===== src/rtl/tss_pkg.sv =====
package tss_pkg;
  localparam int unsigned FRAME_BITS = 8;

  // Sampling (rising) bit-clock event derived from an external rising edge.
  function automatic logic div_rise(input logic div2, input logic phase,
                                    input logic ext_rise);
    return ext_rise & (~div2 | ~phase);
  endfunction

  // Shifting (falling) bit-clock event.
  function automatic logic div_fall(input logic div2, input logic phase,
                                    input logic ext_rise, input logic ext_fall);
    return div2 ? (ext_rise & phase) : ext_fall;
  endfunction

  // Overrun hit: 7th sample with an unread buffer not being read now.
  function automatic logic ovr_hit(input logic near, input logic full,
                                   input logic rd);
    return near & full & ~rd;
  endfunction
endpackage


===== src/rtl/tss_sync.sv =====
module tss_sync #(
  parameter int unsigned W = 1,
  parameter int unsigned STAGES = 2,
  parameter logic [W-1:0] RST_VAL = '0
) (
  input  logic         clk,
  input  logic         rst_n,
  input  logic [W-1:0] d,
  output logic [W-1:0] q
);
  logic [W-1:0] st [STAGES];

  for (genvar s = 0; s < STAGES; s++) begin : g_stage
    if (s == 0) begin : g_first
      always_ff @(posedge clk or negedge rst_n) begin
        if (!rst_n) st[0] <= RST_VAL;
        else        st[0] <= d;
      end
    end else begin : g_next
      always_ff @(posedge clk or negedge rst_n) begin
        if (!rst_n) st[s] <= RST_VAL;
        else        st[s] <= st[s-1];
      end
    end
  end

  assign q = st[STAGES-1];
endmodule


===== src/rtl/tss_bitclk.sv =====
module tss_bitclk (
  input  logic clk,
  input  logic rst_n,
  input  logic sclk_s,
  input  logic div2,
  input  logic restart,
  output logic bit_rise,
  output logic bit_fall
);
  import tss_pkg::*;

  logic sclk_d;
  logic phase;
  logic ext_rise;
  logic ext_fall;

  assign ext_rise = sclk_s & ~sclk_d;
  assign ext_fall = ~sclk_s & sclk_d;

  always_ff @(posedge clk or negedge rst_n) begin
    if (!rst_n) begin
      sclk_d <= 1'b0;
      phase  <= 1'b0;
    end else begin
      sclk_d <= sclk_s;
      if (restart)               phase <= 1'b0;
      else if (div2 && ext_rise) phase <= ~phase;
    end
  end

  assign bit_rise = div_rise(div2, phase, ext_rise);
  assign bit_fall = div_fall(div2, phase, ext_rise, ext_fall);
endmodule


===== src/rtl/tss_shift.sv =====
module tss_shift #(
  parameter int unsigned DATA_W = tss_pkg::FRAME_BITS,
  localparam int unsigned CW = $clog2(DATA_W + 1)
) (
  input  logic              clk,
  input  logic              rst_n,
  input  logic              load,
  input  logic [DATA_W-1:0] load_data,
  input  logic              stop,
  input  logic              bit_rise,
  input  logic              bit_fall,
  input  logic              rxd,
  output logic              txd,
  output logic [DATA_W-1:0] rx_byte,
  output logic              rx_done,
  output logic              rx_near,
  output logic              frame_end
);
  logic [DATA_W-1:0] tx_sr;
  logic [DATA_W-2:0] rx_sr;
  logic [CW-1:0]     cnt;
  logic              hi;
  logic              active;

  assign rx_byte   = {rxd, rx_sr};
  assign rx_done   = active & bit_rise & (cnt == CW'(DATA_W - 1));
  assign rx_near   = active & bit_rise & (cnt == CW'(DATA_W - 2));
  assign frame_end = active & bit_fall & hi & (cnt == CW'(DATA_W));
  assign txd       = active ? tx_sr[0] : 1'b1;

  always_ff @(posedge clk or negedge rst_n) begin
    if (!rst_n) begin
      tx_sr  <= '1;
      rx_sr  <= '0;
      cnt    <= '0;
      hi     <= 1'b0;
      active <= 1'b0;
    end else if (stop) begin
      hi     <= 1'b0;
      active <= 1'b0;
    end else if (load) begin
      tx_sr  <= load_data;
      cnt    <= '0;
      hi     <= 1'b0;
      active <= 1'b1;
    end else if (active) begin
      if (bit_rise && cnt < CW'(DATA_W)) begin
        rx_sr <= rx_byte[DATA_W-1:1];
        cnt   <= cnt + 1'b1;
        hi    <= 1'b1;
      end else if (bit_fall && hi) begin
        hi    <= 1'b0;
        tx_sr <= {1'b1, tx_sr[DATA_W-1:1]};
        if (cnt == CW'(DATA_W)) active <= 1'b0;
      end
    end
  end
endmodule


===== src/rtl/trig_sync_serial.sv =====
module trig_sync_serial #(
  parameter int unsigned DATA_W = tss_pkg::FRAME_BITS,
  parameter int unsigned SYNC_STAGES = 2
) (
  input  logic              clk,
  input  logic              rst_n,
  input  logic              ext_sclk,
  input  logic              trig_n,
  input  logic              rxd,
  output logic              txd,
  input  logic              cfg_te,
  input  logic              cfg_re,
  input  logic              cfg_div2,
  input  logic              cfg_irq_sel,
  input  logic              tx_wr,
  input  logic [DATA_W-1:0] tx_data,
  output logic              tx_full,
  input  logic              rx_rd,
  output logic [DATA_W-1:0] rx_data,
  output logic              rx_full,
  output logic              ovr,
  input  logic              run_clr,
  output logic              run,
  output logic              tx_irq,
  output logic              rx_irq
);
  import tss_pkg::*;

  logic [2:0]        sync_q;
  logic              sclk_s, trig_s, rxd_s, trig_d;
  logic              trig_fall_w, accept_w, reload_w, load_w;
  logic              bit_rise, bit_fall;
  logic              rx_done_w, rx_near_w, frame_end_w;
  logic [DATA_W-1:0] rx_byte;
  logic [DATA_W-1:0] tx_buf;
  logic              ovr_frame_w;

  tss_sync #(.W(3), .STAGES(SYNC_STAGES), .RST_VAL(3'b011)) u_sync (
    .clk(clk), .rst_n(rst_n), .d({ext_sclk, trig_n, rxd}), .q(sync_q)
  );
  assign {sclk_s, trig_s, rxd_s} = sync_q;

  assign trig_fall_w = trig_d & ~trig_s;
  assign accept_w    = trig_fall_w & cfg_te & cfg_re & tx_full & ~run & ~run_clr;
  assign reload_w    = frame_end_w & tx_full & run & ~run_clr;
  assign load_w      = accept_w | reload_w;

  tss_bitclk u_bitclk (
    .clk(clk), .rst_n(rst_n), .sclk_s(sclk_s), .div2(cfg_div2),
    .restart(accept_w), .bit_rise(bit_rise), .bit_fall(bit_fall)
  );

  tss_shift #(.DATA_W(DATA_W)) u_shift (
    .clk(clk), .rst_n(rst_n), .load(load_w), .load_data(tx_buf),
    .stop(run_clr), .bit_rise(bit_rise), .bit_fall(bit_fall), .rxd(rxd_s),
    .txd(txd), .rx_byte(rx_byte), .rx_done(rx_done_w), .rx_near(rx_near_w),
    .frame_end(frame_end_w)
  );

  always_ff @(posedge clk or negedge rst_n) begin
    if (!rst_n) begin
      trig_d      <= 1'b1;
      run         <= 1'b0;
      tx_buf      <= '0;
      tx_full     <= 1'b0;
      rx_data     <= '0;
      rx_full     <= 1'b0;
      ovr         <= 1'b0;
      ovr_frame_w <= 1'b0;
      tx_irq      <= 1'b0;
      rx_irq      <= 1'b0;
    end else begin
      trig_d <= trig_s;

      if (run_clr)       run <= 1'b0;
      else if (accept_w) run <= 1'b1;

      if (load_w) tx_full <= 1'b0;
      if (tx_wr) begin
        tx_buf  <= tx_data;
        tx_full <= 1'b1;
      end

      if (rx_rd) begin
        rx_full <= 1'b0;
        ovr     <= 1'b0;
      end
      if (ovr_hit(rx_near_w, rx_full, rx_rd)) ovr <= 1'b1;

      if (rx_done_w && !ovr_frame_w) begin
        rx_data <= rx_byte;
        rx_full <= 1'b1;
      end

      if (rx_done_w || run_clr)                    ovr_frame_w <= 1'b0;
      else if (ovr_hit(rx_near_w, rx_full, rx_rd)) ovr_frame_w <= 1'b1;

      tx_irq <= (load_w & ~cfg_irq_sel) | (frame_end_w & cfg_irq_sel);
      rx_irq <= rx_done_w & ~ovr_frame_w;
    end
  end
endmodule


===== config.mk =====
export PLATFORM = sky130hd
export DESIGN_NAME = trig_sync_serial
export DESIGN_NICKNAME = d
export VERILOG_FILES = /design/src/rtl/tss_pkg.sv /design/src/rtl/tss_sync.sv /design/src/rtl/tss_bitclk.sv /design/src/rtl/tss_shift.sv /design/src/rtl/trig_sync_serial.sv
export SDC_FILE = /design/constraint.sdc
export NUM_CORES = 1
export LEC_CHECK = 0
export ABC_AREA = 1
export BUFFER_PORTS_ARGS = -buffer_cell sky130_fd_sc_hd__buf_4
export CORE_MARGIN = 4
export CORE_UTILIZATION = 40
export DETAILED_ROUTE_END_ITERATION = 12
export GPL_ROUTABILITY_DRIVEN = 0
export MAX_ROUTING_LAYER = met4
export PLACE_DENSITY_LB_ADDON = 0.08
export SYNTH_ARGS = -nofsm -noshare
export SYNTH_HDL_FRONTEND = slang
export SYNTH_SLANG_ARGS = --single-unit

===== constraint.sdc =====
create_clock -name clk -period 1.7 [get_ports clk]
set_input_delay 0 -clock clk [delete_from_list [all_inputs] [get_ports clk]]
set_output_delay 0 -clock clk [all_outputs]
set_load 0.03 [all_outputs]

After elaboration in Yosys (flattened, before gate mapping)
Cells that the tools add are included.
{ "op_classes": {"bitwise": 38, "magnitude_cmp": 1, "eq_ne": 4, "n_reduce_logical": 21, "muxes": 31, "n_addsub": 1} }
{ "ops": {"columns": ["cell", "count"], "rows": [
  ["$mux 8", 4],
  ["$and 1x1->1", 24],
  ["$mux 1", 24],
  ["$reduce_bool 2->1", 9],
  ["$mux 4", 3],
  ["$not 1->1", 11],
  ["$eq 4x3->1 const B", 2],
  ["$reduce_and 4->1", 2],
  ["$add 4x1->4 const B", 1],
  ["$eq 4x4->1 const B", 1],
  ["$logic_and 1x1->1", 4],
  ["$lt 4x4->1 const B", 1],
  ["$reduce_bool 4->1", 1],
  ["$or 1x1->1", 3],
  ["$reduce_and 3->1", 1],
  ["$reduce_bool 3->1", 1],
  ["$ne 2x2->1 const B", 1],
  ["$reduce_and 2->1", 1],
  ["$logic_not 1->1", 1],
  ["$logic_or 1x1->1", 1]
]} }
{ "word_totals": {"output_inout_bits": 15, "reg_bits": 53} }

Depth between registers and ports, before layout
{ "logic_depth": {"ltp_word": 13, "ltp_mapped": 12, "mapped_depth_nobuf": 11} }

Hierarchy
From an unflattened synthesis, not the netlist that was laid out.
{ "hier_totals": {"hier_cells": 280, "area_unflattened_um2": 2408.6} }
{ "by_module_without_submodules": {"columns": ["mod", "n_inst", "seq_area_each_um2", "area_each_um2", "cells_each"], "rows": [
  ["tss_shift", 1, 535.5, 1152.4, 148],
  ["trig_sync_serial", 1, 601.8, 955.9, 107],
  ["tss_sync", 1, 155.1, 177.7, 9],
  ["tss_bitclk", 1, 50.0, 122.6, 16]
]} }

Worst setup path after synthesis
Ideal clock, no wire load.
{ "synth_timing": {"kind": "reg2reg", "startpoint": "register tx_full", "endpoint": "register u_shift.rx_sr[0]", "setup_slack_ps": 104, "setup_time_ps": 126, "arrival_time_ps": 1470, "stages_incl_launch_ff": 9, "period_less_slack_ps": 1596, "n_path_buf": 1, "cell_sequence": "dfrtp_1 > inv_1 > nor3_1 > nand4_4 > nand2_4 > inv_4 > nand3_4 > buf_6 > o21ai_0"} }
{ "synth_between": {"elab_chain_len": 6} }
{ "synth_lines": {"columns": ["item", "line", "text"], "rows": [
  ["from (decl)", "trig_sync_serial.sv:17", "output logic tx_full,"],
  ["from (signal assigned)", "trig_sync_serial.sv:65", "tx_full <= 1'b0;"],
  ["from (signal assigned)", "trig_sync_serial.sv:78", "if (load_w) tx_full <= 1'b0;"],
  ["from (signal assigned)", "trig_sync_serial.sv:81", "tx_full <= 1'b1;"],
  ["$and 1x1->1, on equally long branches (3 in series)", "trig_sync_serial.sv:44, trig_sync_serial.sv:45", null],
  ["$or 1x1->1 *", "trig_sync_serial.sv:46", "assign load_w = accept_w | reload_w;"],
  ["$not 1->1 (no line) *", null, null],
  ["$reduce_and 4->1 (no line) *", null, null],
  ["to (signal assigned)", "tss_shift.sv:48", "rx_sr <= rx_byte[DATA_W-1:1];"],
  ["to (decl)", "tss_shift.sv:20", "logic [DATA_W-2:0] rx_sr;"]
]} }
Mark *: on every way between the ends. The rest lies on a longest branch, timed or not.
A chain may end at the register's enable or synchronous reset.

Final worst setup path
{ "layout_timing": {"startpoint": "register trig_d", "endpoint": "register run"} }
{ "layout_between": {"elab_chain_len": 7} }
{ "layout_lines": {"columns": ["item", "line", "text"], "rows": [
  ["from (decl)", "trig_sync_serial.sv:30", "logic sclk_s, trig_s, rxd_s, trig_d;"],
  ["from (signal assigned)", "trig_sync_serial.sv:73", "trig_d <= trig_s;"],
  ["$and 1x1->1", "trig_sync_serial.sv:43", "assign trig_fall_w = trig_d & ~trig_s;"],
  ["$and 1x1->1 (5 in series)", "trig_sync_serial.sv:44", "assign accept_w = trig_fall_w & cfg_te & cfg_re & tx_full & ~run & ~run_clr;"],
  ["$reduce_bool 2->1 (no line)", null, null],
  ["to (signal assigned)", "trig_sync_serial.sv:63", "run <= 1'b0;"],
  ["to (signal assigned)", "trig_sync_serial.sv:75", "if (run_clr) run <= 1'b0;"],
  ["to (signal assigned)", "trig_sync_serial.sv:76", "else if (accept_w) run <= 1'b1;"],
  ["to (decl)", "trig_sync_serial.sv:23", "output logic run,"]
]} }
No other way between the ends.

==> summary.md <==
| Metric | Value |
|---|---|
| Worst slew margin | `56.0%` |
| Most frequent cell after synthesis | `nand2_1` |
| Prevailing post-synth register cell | `dfrtp_1` |
| WL final | `4590 um` |
| Req. time, crit path | `between 1.5 and 2 ns` |
| Synthesis-to-layout area growth | `31.4%` |
| Mean Syn Cell Area | `9.65 um2` |
| Die area | `7120 um2` |
| Vias per inst | `4.64` |
| Drt drc | `0` |
| Status | `complete, but fails checks` |
| Unrepaired setup endpoints after global routing | `yes` |
| Per-cell routed wire length | `between 10 and 15 um` |
| Hold slack | `-0.0146 ns` |
| Synth Instances | `242` |
| Place WS | `-0.0143 ns` |
| Worst path top cell family by delay | `buffers and inverters` |
| P_sw | `roughly 0.00052 W` |
| Critical Path Source Type | `flop` |
| Actual slew at the worst max-slew pin | `between 0.6 and 0.7 ns` |
| Cell Rows | `27` |
| First-pass GRT wire length | `around 8000 um` |
| Post-synth EDFFs | `0` |
| Violations in the final reports | `hold timing` |
| Antenna cells | `0` |
| CTS root buffer | `clkbuf_8` |
| Clock share of power | `32.0%` |
| TritonCTS clock tree | `yes` |
| Cell Chain, Critical Path | `inv_1 -> nor2_1 -> nand4_1 -> buf_4 -> a21oi_1 -> dlygate4sd3_1` |
| Worst-path clk slew | `about 0.09 ns` |
| Slack of the critical path | `0.0329 ns` |
| Placed cell area | `around 2700 um2` |
| CP bufs+invs | `3` |
| Yosys reg bits | `53` |
| Grt ovf | `0` |
| Starting Density | `41.9%` |
| Sink Count | `53` |
| Register area share after synthesis | `about 58%` |
| Critical path depth | `6` |
| Mapped cell area | `2330 um2` |
| Die width | `between 80 and 90 um` |
| Peak supply drop | `~440 uV` |
| Final ANT Viol Nets | `0` |
| Via count | `approximately 1800` |
| Ranking of synthesized cells by area | `dfrtp_1 43%, dfstp_2 15%, nand2_1 14%` |
| Placeable Area | `5570 um2` |
| Worst setup EP type | `flop` |
| Min-Delay Path Class | `in -> reg` |
| # port buffers | `34` |
| DP Wirelength | `2990 um` |
| Share of the synthesized area in the top cell type | `between 40% and 50%` |
| Cell Count, Final, Fillers Out | `between 300 and 400` |
| Yosys warns | `0` |
| Post-Syn Nets | `265` |
| WS Path Type | `reg -> reg` |
| Placed cells | `349` |
| Crit path largest cell delay | `0.56 ns` |
| Pleak | `1.53 nW` |
| Fin. Hold Viols | `1` |
| Worst Path Arrival | `between 1.5 and 2 ns` |
| I/O Pins | `35` |
| Design area | `around 3000 um2` |
| CP max FO | `2` |
| Gr usage total | `approximately 14%` |
| Share of cells above drive strength 1 | `approximately a third` |
| Total negative setup slack | `0 ns` |
| Final setup viols | `0` |
| Hold depth | `2` |
| Drt first pass iters | `4` |
| Total CTS buffers | `5` |
| Final Critical Period | `approximately 1.7 ns` |
| Max Fclk | `between 500 and 600 MHz` |
| Sw Share | `approximately 23%` |
| Combinational share of power | `9.3%` |
| Max cap viols | `0` |
| Synth cell count leaders | `85 x nand2_1, 40 x dfrtp_1, 27 x inv_1` |
| Worst skew pair latency | `0.30 ns` |
| Initial DRC count | `83` |
| Critical Path Slowest Stage Cell | `dlygate4sd3_1` |
| Power density cells | `about 740 nW/um2` |
| R2R depth | `6` |
| Initial antenna violation count | `0` |
| H-tree depth | `2` |
| Flop pwr share | `approximately 59%` |
| Largest area contributor in the netlist | `dfrtp_1` |
| Final slew viol count | `0` |
| CTS max path bufs | `2` |
| FFs w/ async S/R, synth | `between 90% and 100%` |
| Yosys cell types | `32` |
| Post-route clock period utilization | `98.1%` |
| Vias in the first global route | `1747` |
| Nets | `around 330` |
| Die span in y | `84.4 um` |
| Largest net degree at the start of global routing | `54` |
| Fin Clk Skew | `roughly 0.0049 ns` |
| Pint | `0.00175 W` |
## placed cells by master (no fill, tap or decap), types with 6 or more instances in the layout
cell type	instances
buf_4	48
mux2_2	7
dfstp_2	13
nand4_1	7
nand2_1	82
dfrtp_1	40
dlygate4sd3_1	18
nand2_2	6
clkbuf_8	6
inv_1	24
o21ai_0	10
## what timing repair did
item / CTS / global route
buffers inserted: 0 / 7
gates resized for setup: 2 / 16
endpoints found under the hold margin: 56 / 0
hold buffers: 19 / 0
pin swaps: 0 / 11
endpoints found under the setup margin: 6 / 17
gates cloned: 0 / 1
## sequential cells by signal, summed over array words and instances (netlist names), 3 cells and up
| name | cells |
|---|---|
| u_shift.rx_sr | 7 |
| rx_data | 8 |
| tx_buf | 8 |
| u_sync.st | 3 |
| u_shift.cnt | 4 |
| u_sync.q | 3 |
| u_shift.tx_sr | 8 |
## power by group through the flow
stage          clock network, W  registers [W]   logic, W
2_1_floorplan                 0        0.00135  0.0000796
3_3_place_gp                  0        0.00135   0.000164
3_5_place_dp                  0        0.00136   0.000166
4_1_cts                0.000761        0.00133   0.000202
5_1_grt                0.000825        0.00134   0.000237
6_report               0.000727        0.00133   0.000210
## final cells by class
| cell class | instances | area (um2) |
|---|---|---|
| fillers | 537 | 2510 |
| flip-flops and latches | 53 | 1340 |
| multi-input cells | 155 | 892 |
| repair buffers | 66 | 541 |
| inverters | 29 | 111 |
| clock buffers | 8 | 90.1 |
| well taps | 72 | 90.1 |
## per-stage QoR
stage | total power (W) | utilization [%]
finish | 0.00227 | 55.0
global route | 0.00240 | 55.0
CTS | 0.00230 | 53.2
detailed placement | 0.00152 | 48.0
global placement | 0.00152 | 48.0
floorplan | 0.00143 | -
## kinds of logic after synthesis
logic type                 Yosys count  share of synthesized area, %
muxes                                7                          3.38
xor gates and xnor gates             1                         0.375
buffers and inverters               35                          7.18
adders and majority gates            3                          1.61
and+or+nand+nor                    118                          23.3
DFF                                 53                          57.5
AOI/OAI and AO/OA                   25                          6.70
## per-layer routing
layer / share of wire, % / vias up / track usage, %
met5: 0 / - / -
met4: 1.1 / 0 / 4.32
met3: 3.5 / 4 / 2.65
met2: 49 / 28 / 22.4
met1: 46 / 845 / 17.5
li1: - / 899 / -
## final timing paths
kind,start,endpoint,slack [ns]
worst min-delay path,tx_wr,tx_buf[7],-0.01
worst min register to register,u_sync.st[5],u_sync.q[2],0.36
worst max register to register,trig_d,run,0.03
min in group asynchronous,rst_n,u_sync.st[5],0.26
max in group asynchronous,rst_n,tx_buf[4],0.99
worst max-delay path,trig_d,run,0.03
Note: power is estimated with default switching activity, not from simulation.
